<file path="config.mk">
export PLATFORM = sky130hd
export DESIGN_NAME = burst_addr_seq
export DESIGN_NICKNAME = d
export VERILOG_FILES = /design/src/rtl/bsq_pkg.sv /design/src/rtl/bsq_strobe_decode.sv /design/src/rtl/bsq_order_map.sv /design/src/rtl/burst_addr_seq.sv
export SDC_FILE = /design/constraint.sdc
export NUM_CORES = 1
export LEC_CHECK = 0
export BUFFER_PORTS_ARGS = -buffer_cell sky130_fd_sc_hd__buf_2
export CORE_ASPECT_RATIO = 0.8
export CORE_UTILIZATION = 44
export DETAILED_ROUTE_END_ITERATION = 6
export PLACE_DENSITY = 0.77
export SLEW_MARGIN = 10
export SYNTH_ARGS = -nofsm -noshare
export SYNTH_HDL_FRONTEND = slang
export SYNTH_SLANG_ARGS = --single-unit
</file>
<file path="constraint.sdc">
create_clock -name clk -period 1.19 [get_ports clk]
set_input_delay 0.0595 -clock clk [delete_from_list [all_inputs] [get_ports clk]]
set_output_delay 0.0595 -clock clk [all_outputs]
set_load 0.05 [all_outputs]
</file>
<file path="src/rtl/bsq_pkg.sv">
package bsq_pkg;

    localparam int unsigned BEAT_W = 2;

    typedef enum logic {
        ORDER_LINEAR     = 1'b0,
        ORDER_INTERLEAVE = 1'b1
    } order_e;

    typedef struct packed {
        logic [BEAT_W-1:0] beat;
        logic              sel;
        order_e            order;
        logic              spent;
    } seq_state_t;

endpackage

</file>
<file path="src/rtl/bsq_strobe_decode.sv">
module bsq_strobe_decode (
    input  logic cpu_stb_n,
    input  logic ctl_stb_n,
    input  logic sel_pipe_n,
    input  logic sel_hi,
    input  logic sel_lo_n,
    output logic load,
    output logic sel_next
);
    logic cpu_take;
    logic ctl_take;

    always_comb begin
        // processor strobe only counts while the pipelining enable is active
        cpu_take = !cpu_stb_n && !sel_pipe_n;
        ctl_take = !ctl_stb_n;
        load     = cpu_take || ctl_take;
        sel_next = !sel_pipe_n && sel_hi && !sel_lo_n;
    end
endmodule

</file>
<file path="src/rtl/bsq_order_map.sv">
module bsq_order_map
    import bsq_pkg::*;
#(
    parameter int unsigned LOW_W = BEAT_W
) (
    input  logic [LOW_W-1:0] start,
    input  logic [LOW_W-1:0] step,
    input  order_e           order,
    output logic [LOW_W-1:0] low
);
    logic [LOW_W-1:0] inter_low;
    logic [LOW_W-1:0] lin_low;

    always_comb begin
        inter_low = start ^ step;
        lin_low   = start + step;   // natural wrap modulo 2**LOW_W
        low       = (order == ORDER_INTERLEAVE) ? inter_low : lin_low;
    end
endmodule

</file>
<file path="src/rtl/burst_addr_seq.sv">
module burst_addr_seq
    import bsq_pkg::*;
#(
    parameter int unsigned ADDR_W = 21
) (
    input  logic              clk,
    input  logic              rst,
    input  logic [ADDR_W-1:0] addr_in,
    input  logic              cpu_stb_n,
    input  logic              ctl_stb_n,
    input  logic              adv_n,
    input  logic              sel_pipe_n,
    input  logic              sel_hi,
    input  logic              sel_lo_n,
    input  logic              order_sel,
    output logic [ADDR_W-1:0] mem_addr,
    output logic              burst_active,
    output logic              chip_sel
);
    localparam int unsigned LOW_W = BEAT_W;
    localparam int unsigned HI_W  = ADDR_W - LOW_W;
    localparam logic [LOW_W-1:0] LAST_BEAT = {LOW_W{1'b1}};

    seq_state_t        st_d, st_q;
    logic [ADDR_W-1:0] base_d, base_q;
    logic              load;
    logic              sel_next;
    logic [LOW_W-1:0]  low_bits;

    bsq_strobe_decode u_dec (
        .cpu_stb_n (cpu_stb_n),
        .ctl_stb_n (ctl_stb_n),
        .sel_pipe_n(sel_pipe_n),
        .sel_hi    (sel_hi),
        .sel_lo_n  (sel_lo_n),
        .load      (load),
        .sel_next  (sel_next)
    );

    bsq_order_map #(.LOW_W(LOW_W)) u_map (
        .start(base_q[LOW_W-1:0]),
        .step (st_q.beat),
        .order(st_q.order),
        .low  (low_bits)
    );

    always_comb begin
        st_d   = st_q;
        base_d = base_q;
        if (load) begin
            base_d   = addr_in;
            st_d.beat  = '0;
            st_d.sel   = sel_next;
            st_d.order = order_e'(order_sel);
            st_d.spent = 1'b0;
        end else if (!adv_n && st_q.sel) begin
            st_d.beat = st_q.beat + 1'b1;
            if (st_q.beat == LAST_BEAT) begin
                st_d.spent = 1'b1;
            end
        end
    end

    always_ff @(posedge clk) begin
        if (rst) begin
            st_q   <= '{beat: '0, sel: 1'b0, order: ORDER_LINEAR, spent: 1'b0};
            base_q <= '0;
        end else begin
            st_q   <= st_d;
            base_q <= base_d;
        end
    end

    logic [HI_W-1:0] hi_bits;
    assign hi_bits      = base_q[ADDR_W-1:LOW_W];
    assign mem_addr     = {hi_bits, low_bits};
    assign chip_sel     = st_q.sel;
    assign burst_active = st_q.sel && !st_q.spent;

endmodule

</file>
# ---- After elaboration in Yosys (flattened, before gate mapping)
# Cells that the tools add are included.
dict set report totals {
  latchBits 0
  inputBits 30
  mem_count 0
  mem_bits_rw 0
  output_inout_bits 23
  wordCells 24
  romBits 0
  regBits 26
}
dict set report classes {
  n_bitwise 1
  n_lt_le_gt_ge 0
  n_eq_ne 1
  reduce_logical 14
  muxes 1
  add_sub_neg 2
  shifts 0
  multipliers 0
  div_mod_pow 0
}
# cell n
set ops {}
lappend ops {{zero test 1 bit} 6}
lappend ops {{logical AND 1 bit} 5}
lappend ops {{adder 2 x 1 -> 2 bit, second input constant} 1}
lappend ops {{adder 2 bit} 1}
lappend ops {{equality test 2 bit, second input constant} 1}
lappend ops {{2-to-1 mux 2 bit} 1}
lappend ops {{AND reduction 2 bit} 1}
lappend ops {{OR reduction 2 bit} 1}
lappend ops {{XOR 2 bit} 1}
lappend ops {{logical OR 1 bit} 1}

# ---- Logic depth before layout (Yosys ltp)
# Gate-level depths: netlist (run 1).
dict set report logic_depth {
  depth_word 4
  depth_mapped 4
}

# ---- Hierarchy
# From an unflattened synthesis (run 1), not the netlist that was laid out.
dict set report hier_totals {
  cells_unflattened 112
  hier_area_um2 1166.1
}
# mod area_each_um2 cells_per_inst instances
set by_module_without_submodules {}
lappend by_module_without_submodules {burst_addr_seq 1112.3 106 1}
lappend by_module_without_submodules {bsq_order_map 36.3 4 1}
lappend by_module_without_submodules {bsq_strobe_decode 17.5 2 1}

# ---- Worst setup path after synthesis (run 1)
# No wires, ideal clock.
dict set report synth_timing {
  path_kind {reg-to-output}
  from {register st_q[3] (netlist name)}
  to {output mem_addr[1]}
  n_path_buf 0
  slack_ps -314
  stages_incl_launch_ff 4
  arrival_time_ps 1444
  cell_sequence {dfxtp_1 > ha_1 > nor2b_1 > xnor2_1}
}
dict set report synth_via {
  elab_chain_cells 2
}
# element line
set synth_rtl {}
lappend synth_rtl {{from (decl)} burst_addr_seq.sv:24} ;# seq_state_t st_d, st_q;
lappend synth_rtl {{from (signal assigned)} burst_addr_seq.sv:66} ;# st_q <= '{beat: '0, sel: 1'b0, order: ORDER_LINEAR, spent: 1'b0};
lappend synth_rtl {{from (signal assigned)} burst_addr_seq.sv:69} ;# st_q <= st_d;
lappend synth_rtl {{adder 2 bit} bsq_order_map.sv:16} ;# lin_low = start + step;
lappend synth_rtl {{2-to-1 mux 2 bit} bsq_order_map.sv:17} ;# low = (order == ORDER_INTERLEAVE) ? inter_low : lin_low;
lappend synth_rtl {{to (decl)} burst_addr_seq.sv:16} ;# output logic [ADDR_W-1:0] mem_addr,
# Every way passes these cells.

# ---- Final worst setup path (run 1)
dict set report layout_timing {
  from {register base_q[0]}
  to {output mem_addr[1]}
}
dict set report layout_via {
  elab_chain_cells 2
}
# element line
set layout_rtl {}
lappend layout_rtl {{from (decl)} burst_addr_seq.sv:25} ;# logic [ADDR_W-1:0] base_d, base_q;
lappend layout_rtl {{from (signal assigned)} burst_addr_seq.sv:70} ;# base_q <= base_d;
lappend layout_rtl {{adder 2 bit} bsq_order_map.sv:16}
lappend layout_rtl {{2-to-1 mux 2 bit} bsq_order_map.sv:17}
# Every way passes these cells.

==> results by group, run 1 <==
Status
  – Status: complete, but fails checks
  – Failing checks: DRC, setup timing

Global route
  – GRT overflow: 0
  – Pin count of the biggest net entering global routing: 27
  – Global-route wire length before repair: 3930 um
  – Initial antenna violation count: 0
  – Vias in the first global route: 974
  – Tot GR Track Use: 0.198

Clock tree
  – Total CTS buffers: 3
  – Clock Sinks: 26
  – CTS tree: yes
  – H-tree depth: 1
  – Post-CTS setup buffers: 0
  – Worst skew pair latency: 320 ps
  – Clk slew on worst S/H paths: 130 ps
  – Root buffer cell: clkbuf_4
  – Clock buffer depth: 2

Worst setup path
  – Req. time, crit path: 1130 ps
  – Crit end category: output pin
  – Max Fanout on Critical Path: 2
  – CP Class: reg -> out
  – Crit path arrival time: 1260 ps
  – Critical Path Source Type: flip-flop

STA
  – F_max: 759 MHz
  – Worst slew pin tran: 447 ps
  – Worst slew margin: 0.702
  – Setup Skew: 4.41 ps
  – Minimum clock period: 1320 ps
  – RSZ-0062 raised after global routing: yes
  – Hold Vio Cnt, Final: 0
  – Final period utilization: 1.11
  – Pins Over Slew Limit: 0
  – Final worst slack: -127 ps
  – Final setup viols: 1

Power and ir drop
  – Combinational power share: 0.246
  – Power Density: 1160 nW/um^2
  – Total Power: 1.83 mW
  – VDD IR max: 0.000708 V
  – Net Sw Frac: 0.303
  – Leak pwr: 0.745 nW
  – Sequential cell fraction of total power: 0.517
  – Clock Power Share: 0.238
  – NetSw: 0.554 mW
  – Internal power: 1.28 mW

Final layout
  – Share of cells above drive strength 1: 0.358
  – Commonest non-fill, non-tap cells in the layout: buf_2, nand2_1, a21oi_1, dfxtp_1, dlygate4sd3_1
  – Post-layout util: 0.701
  – Area Overhead vs Synth: 43.7%
  – Antenna cell count: 0
  – FILL cells: 168
  – Commonest non-fill, non-tap cell in the layout: buf_2
  – # nets final: 226

Die
  – Die area: 2700 sq um
  – Rows: 15
  – Die span in x: 57.9 um
  – Io pins: 53
  – Core Footprint: 2250 sq um
  – Die Y: 46.7 um
  – Initial Util: 0.488

Logic synthesis
  – Syn nets: 168
  – Synthesized area: 1100 sq um
  – Post-Syn Area per Cell: 8.08 sq um
  – Ys Warns: 0
  – Post-synthesis sequential area ratio: 0.474
  – Synth unique cells: 14
  – Gate Count Post-Synth: 136
  – Register bit total from synthesis: 26

Place
  – Port-buffer cells: 52
  – Detailed placer's ending HPWL: 1620 um
  – Pre-CTS WS: 76.7 ps
  – Global placement routability congestion: 0.670

Route
  – Vias/cell: 4.64
  – Wirelength per Cell: 11.5 um
  – Initial DRC count: 47
  – Initial DRT Pass Iterations: 7
  – Final wirelength: 2510 um
  – Via Count: 1011
  – Final antenna-violating net count: 0
  – Post-route DRC violation count: 3

Min path
  – Hold WC Path Type: in -> reg

Flow run
  – Max-cap violations: 0
cell families after synthesis:
| kind of cell | after synthesis | synth area share |
|---|---|---|
| xor+xnor | 3 | 0.0239 |
| buf+inv | 26 | 0.156 |
| simple gates | 52 | 0.194 |
| compound gates | 26 | 0.121 |
| fa+ha+maj | 2 | 0.0228 |
| mux | 1 | 0.00911 |
| flops | 26 | 0.474 |
power groups by stage:
stage / Combinational [mW] / Sequential (mW) / Clock [mW]
final: 0.449 / 0.945 / 0.435
after global routing: 0.481 / 0.952 / 0.486
after CTS: 0.447 / 0.945 / 0.455
after detailed placement: 0.378 / 0.961 / 0
after global placement: 0.372 / 0.957 / 0
after floorplan: 0.319 / 0.959 / 0
through the flow:
stage	std cells	setup TNS, ps	cell area (sq um)	hold slack [ps]
after floorplan	136	-7.12	1110	200
after global placement	191	0	1260	304
after detailed placement	191	0	1260	311
after CTS	218	-170	1570	18.9
after global routing	218	-183	1580	40.8
final	218	-127	1580	28.9
Yosys cell counts, drive strengths merged:
cell,instances,share of area
nand2,45,0.15
dfxtp,26,0.47
a21oi,24,0.11
buf,21,0.14
clkbuf,5,0.017
nor2b,3,0.017
nor3,3,0.014
xnor2,3,0.024
ha,2,0.023
mux2i,1,0.0091
o21a,1,0.0068
o21ai,1,0.0046
or4b,1,0.0091
metal layers:
metal / vias to the layer above / GRT usage / routed length [um]
li1: 530 / - / -
met1: 449 / 0.210 / 1000
met2: 28 / 0.389 / 1340
met3: 4 / 0.0562 / 137
met4: 0 / 0.0571 / 27
met5: - / 0 / 0
sequential cells by signal, indices dropped and copies added, names as in the netlist:
signal,flops
base_q,21
st_q,4
chip_sel,1
final cells by class:
type / count / area [sq um] / area share
timing repair buffer: 79 / 539 / 0.342
sequential: 26 / 524 / 0.332
multi-input combinational: 84 / 448 / 0.284
clock buffer: 4 / 36.3 / 0.0230
tap: 25 / 31.3 / 0.0198
worst max-delay path, cell delays in order (launching register included):
cell and delay, ps:
dfxtp_2 360, ha_4 150, nor2b_4 120, xnor2_2 140, buf_6 180
worst paths after layout:
kind         startpoint     endpoint  slack [ps]  cells past startpoint
max reg2reg     st_q[3]      st_q[4]         110                      4
min reg2reg   base_q[7]    base_q[7]         460                      2
min          sel_pipe_n     chip_sel          30                      3
max           base_q[0]  mem_addr[1]        -130                      4
what timing repair did:
action	CTS	global route
setup endpoints to repair	2	2
hold buffers	23	0
endpoints found under the hold margin	23	0
pin swaps	1	1
gates resized for setup	11	2
No activity file was read; power rests on OpenSTA's default activity.
==> run 2, diff against run 1 <==
CELL_PAD_IN_SITES_DETAIL_PLACEMENT = 1   (was unset)
CELL_PAD_IN_SITES_GLOBAL_PLACEMENT = 1   (was unset)
CORE_UTILIZATION = 28   (was 44)
PLACE_DENSITY = unset   (was 0.77)
PLACE_DENSITY_LB_ADDON = 0.2   (was unset)
clock period = 1.2 ns   (was 1.19 ns; I/O delays follow)
==> run 2 against run 1 <==
  * The flow finishes with violations (setup timing)
  * Clock power up 31%
  * Core utilization decreased by 31 points
  * Via count down 3.5%
  * Register-to-register slack about the same
  * Global-route usage fell by 6.2 points
  * Die area is 55% higher
  * Routed wire length rose by 6.7%
  * Largest power group unchanged
  * Sequential cell count unchanged
==> results by group, run 2 (synthesized netlist as in run 1, its figures left out) <==
Power and ir drop
  – Combinational power share: 0.206
  – Net Sw Frac: 0.302
  – Clock Power Share: 0.300
  – VDD IR max: 0.000582 V
  – Total Power: 1.89 mW
  – Leak pwr: 0.656 nW
  – Power Density: 1360 nW/um^2
  – NetSw: 0.572 mW
  – Sequential cell fraction of total power: 0.494
  – Internal power: 1.32 mW

Final layout
  – Post-layout util: 0.389
  – Max reg flops: 21
  – Finished Cell Area: 1400 sq um
  – Commonest non-fill, non-tap cell in the layout: buf_2
  – Commonest non-fill, non-tap cells in the layout: buf_2, nand2_1, a21oi_1, dfxtp_1, clkbuf_8
  – Share of cells above drive strength 1: 0.402
  – Area Overhead vs Synth: 27.1%
  – # nets final: 202
  – Non-Filler Instances: 221
  – Antenna cell count: 0
  – Most flops, register: base_q

Clock tree
  – Root buffer cell: clkbuf_8
  – Worst skew pair latency: 270 ps
  – H-tree depth: 1
  – Total CTS buffers: 3
  – Clock Sinks: 26
  – CTS tree: yes
  – Post-CTS setup buffers: 0
  – Clk slew on worst S/H paths: 90 ps
  – Clock buffer depth: 2

Global route
  – Initial antenna violation count: 0
  – Vias in the first global route: 999
  – Pin count of the biggest net entering global routing: 27
  – Tot GR Track Use: 0.136
  – GRT overflow: 0
  – Global-route wire length before repair: 4390 um

Status
  – Status: complete, but fails checks
  – Failing checks: setup timing

Die
  – Initial Util: 0.306
  – Die area: 4180 sq um
  – Core Footprint: 3590 sq um
  – Die Y: 58.0 um
  – Io pins: 53
  – Rows: 19
  – Die span in x: 72.0 um

Route
  – Final wirelength: 2670 um
  – Initial DRC count: 16
  – Wirelength per Cell: 12.1 um
  – Initial DRT Pass Iterations: 3
  – Post-route DRC violation count: 0
  – Vias/cell: 4.42
  – Via Count: 976
  – Final antenna-violating net count: 0

Flow run
  – Max-cap violations: 0

Place
  – Placed Instances: 217
  – Detailed placer's ending HPWL: 1890 um
  – Port-buffer cells: 52
  – Global placement routability congestion: 0.653
  – Cell Area, Placed: 1300 sq um

STA
  – Worst slew margin: 0.671
  – F_max: 801 MHz
  – Final period utilization: 1.04
  – Hold Vio Cnt, Final: 0
  – RSZ-0062 raised after global routing: yes
  – Pins Over Slew Limit: 0
  – Final setup viols: 1
  – Minimum clock period: 1250 ps
  – Setup Skew: 1.15 ps
  – Worst slew pin tran: 494 ps
  – Final worst slack: -48.3 ps

Worst setup path
  – Crit end category: output pin
  – Critical Path Source Type: flip-flop
  – Req. time, crit path: 1140 ps
  – CP Class: reg -> out
  – Max Fanout on Critical Path: 2
  – Crit path arrival time: 1190 ps

Min path
  – Hold WC Path Type: in -> reg
-- run 2: changes by cell type in the layout (fill, tap and decap cells not counted), sizes merged --
cell / delta
clkbuf: -1
dlygate4sd3: -23
-- run 2: layout make-up --
cell class | count | area (sq um)
Fill cell | 452 | 2190
Clock buffer | 4 | 55.1
Tap cell | 52 | 65.1
Multi-Input combinational cell | 84 | 448
Timing Repair Buffer | 55 | 304
Sequential cell | 26 | 524
-- run 2: repair_timing --
| item | 4_1_cts | 5_1_grt |
|---|---|---|
| pin swaps | 1 | 2 |
| setup endpoints to repair | 1 | 1 |
| gates resized for setup | 8 | 2 |
| hold buffers | 0 | 0 |
-- run 2: critical path: stages, from the launching register on --
cell and delay (ps):
dfxtp_2 340, ha_4 150, nor2b_4 120, xnor2_2 130, buf_6 170
-- run 2: path summary, 6_finish.rpt --
check        cells past startpoint  slack [ps]     endpoint        from
max                              4         -50  mem_addr[1]   base_q[0]
min                              3          20    base_q[0]  addr_in[0]
max reg2reg                      4         110      st_q[4]     st_q[3]
min reg2reg                      2         450   base_q[17]  base_q[17]
-- run 2: layer usage --
metal,vias up,GRT usage,part of all wire,wire length (um)
met5,-,0,0,0
li1,482,-,-,-
met2,31,0.240,0.50,1340
met1,461,0.159,0.44,1160
met4,0,0.0392,0.0060,16
met3,2,0.0452,0.057,152
-- run 2: stage by stage --
stage | setup WS (ps) | hold slack (ps) | TNS [ps]
after floorplan | 2.38 | 200 | 0
after global placement | 102 | 304 | 0
after detailed placement | 87.5 | 313 | 0
after CTS | -93.8 | 15.9 | -93.8
after global routing | -104 | 12.8 | -104
final | -48.3 | 21.1 | -48.3
-- run 2: power groups by stage --
stage,Combinational (mW),Sequential (mW),Clock [mW]
2_1_floorplan,0.316,0.951,0
3_3_place_gp,0.378,0.950,0
3_5_place_dp,0.388,0.953,0
4_1_cts,0.394,0.935,0.589
5_1_grt,0.423,0.941,0.630
6_report,0.390,0.936,0.568
==> run 3, diff against run 2 <==
ABC_AREA = 1   (was unset)
CORE_UTILIZATION = 29   (was 28)
GPL_ROUTABILITY_DRIVEN = 0   (was unset)
==> run 3 against run 2 <==
  * The run now ends clean
  * Critical path depth rose by 2
  * Fmax rose by 7.2%
  * Sequential power up 1%
  * Via count increased by 23%
  * Clock skew grew 2.2 ps
  * Die area grew 15%
  * Combinational power increased by 38%
  * Largest power group unchanged
==> results by group, run 3 <==
Logic synthesis
  – Syn nets: 214
  – Synth unique cells: 17
  – Cell with the most instances after synthesis: nor2_1
  – Top post-synthesis cells by area: dfxtp_1, nor2_1, nand3b_1
  – Commonest cells in the netlist: nor2_1, nand2_1, dfxtp_1, nand3b_1, buf_4
  – Synthesized area: 1310 sq um
  – Post-Syn Area per Cell: 7.21 sq um
  – EDFF count, synth: 0
  – Fraction of registers with async set/reset: 0
  – Post-synthesis sequential area ratio: 0.397
  – Ys Warns: 0
  – Gate Count Post-Synth: 182
  – Dominant cell type by area after synthesis: dfxtp_1
  – Synth top area share: 0.397
  – Ys flop type: dfxtp_1
  – Register bit total from synthesis: 26

Clock tree
  – CTS tree: yes
  – Worst skew pair latency: 260 ps
  – Clock buffer depth: 2
  – Clk slew on worst S/H paths: 90 ps
  – Total CTS buffers: 3
  – Root buffer cell: clkbuf_8
  – CTS Hold Bufs: 0
  – H-tree depth: 1
  – Clock Sinks: 26

Route
  – Wirelength per Cell: 11.6 um
  – Post-route DRC violation count: 0
  – Highest metal used: met4
  – Met3 wire length: 155 um
  – Final wirelength: 3170 um
  – Via Count: 1197
  – Met1 Wirelength: 1450 um
  – Initial DRC count: 24
  – Vias/cell: 4.38
  – Initial DRT Pass Iterations: 4
  – Met2 wire len: 1550 um
  – Final antenna-violating net count: 0

Global route
  – Global-route wire length before repair: 5600 um
  – GRT overflow: 0
  – Pin count of the biggest net entering global routing: 24
  – Vias in the first global route: 1240
  – Tot GR Track Use: 0.143
  – Initial antenna violation count: 0

STA
  – RSZ-0062 raised after global routing: yes
  – Minimum clock period: 1160 ps
  – Final period utilization: 0.970
  – Hold Slack: 14.8 ps
  – F_max: 859 MHz
  – Setup Skew: 3.40 ps
  – Pins Over Slew Limit: 0
  – Worst slew margin: 0.628
  – Hold Vio Cnt, Final: 0
  – Worst slew pin tran: 556 ps
  – Final setup viols: 0

Die
  – Die span in x: 77.2 um
  – Rows: 21
  – Io pins: 53
  – Die Y: 62.2 um
  – Core Footprint: 4260 sq um
  – Initial Util: 0.308
  – Die area: 4800 sq um

Power and ir drop
  – Power Density: 1250 nW/um^2
  – Sequential cell fraction of total power: 0.482
  – Net Sw Frac: 0.335
  – Leak pwr: 0.826 nW
  – NetSw: 0.660 mW
  – Clock Power Share: 0.244
  – Total Power: 1.97 mW
  – Combinational power share: 0.274
  – Internal power: 1.31 mW
  – VDD IR max: 0.000518 V

Final layout
  – Max reg flops: 21
  – Share of cells above drive strength 1: 0.324
  – Area Overhead vs Synth: 20.2%
  – Commonest non-fill, non-tap cells in the layout: nor2_1, buf_2, nand2_1, dfxtp_1, nand3b_1
  – Antenna cell count: 0
  – # nets final: 250
  – Post-layout util: 0.371
  – Finished Cell Area: 1580 sq um
  – Most flops, register: base_q

Place
  – Cell Area, Placed: 1490 sq um
  – Detailed placer's ending HPWL: 2350 um
  – Port-buffer cells: 52

Worst setup path
  – R2R cell count: 4
  – Crit path arrival time: 1100 ps
  – CP Class: reg -> out
  – Launch point of the worst path: st_q[3]
  – Crit end category: output pin
  – Max Fanout on Critical Path: 2
  – Req. time, crit path: 1140 ps
  – Worst reg2reg path startpoint: st_q[3]
  – Critical Path Source Type: flip-flop

Min path
  – Hold WC Path Type: in -> reg
  – Worst hold start: addr_in[3]
  – Hold path depth: 3

Flow run
  – Max-cap violations: 0

Status
  – Status: complete, no violations
==> run 3: path summary, 6_finish.rpt <==
kind,endpoint,slack [ps]
worst max register to register,st_q[4],220
worst min-delay path,base_q[3],10
worst min register to register,st_q[0],490
worst max-delay path,mem_addr[1],40
==> run 3: final cells by class <==
class	instances	area, sq um
clock buffer	3	41.3
multi-input combinational	117	576
inverter	12	45.0
sequential	26	528
tap	57	71.3
fill	575	2680
timing repair buffer	58	317
==> run 3: worst max-delay path, cell delays in order (launching register included) <==
cell and delay, ps:
dfxtp_2 360, ha_4 130, nand2_2 40, nand2_1 60, nand2_1 50, inv_1 60, buf_6 150
==> run 3: power by group through the flow <==
stage | Clock, mW | Combinational (mW) | Sequential [mW]
after floorplan | 0 | 0.457 | 0.969
after global placement | 0 | 0.523 | 0.966
after detailed placement | 0 | 0.535 | 0.971
after CTS | 0.506 | 0.544 | 0.951
after global routing | 0.542 | 0.586 | 0.961
final | 0.482 | 0.539 | 0.950
==> run 3: kinds of logic after synthesis <==
group,after synthesis,share of synthesized area
AO/OA/AOI/OAI,3,0.0114
XOR/XNOR,1,0.00667
adder cells (fa/ha/maj),2,0.0191
buffers and inverters,39,0.182
flip-flops,26,0.397
AND/OR/NAND/NOR,111,0.384
==> run 3: stage by stage <==
stage	setup WS [ps]	cells	TNS [ps]
after global routing	-46.2	273	-46.2
after detailed placement	48.4	268	0
final	35.9	273	0
after global placement	131	268	0
after floorplan	67.2	182	0
after CTS	-17.3	272	-17.3
==> run 3: metal layers <==
metal  global-route usage  vias up
met4               0.0142        0
met2                0.249       28
met1                0.179      560
li1                     -      607
met5                    0        -
met3               0.0441        2
==> run 3: what timing repair did <==
item	in CTS	in global routing
buffers inserted	1	1
pin swaps	1	0
resized for setup	6	6
endpoints found under the setup margin	2	2
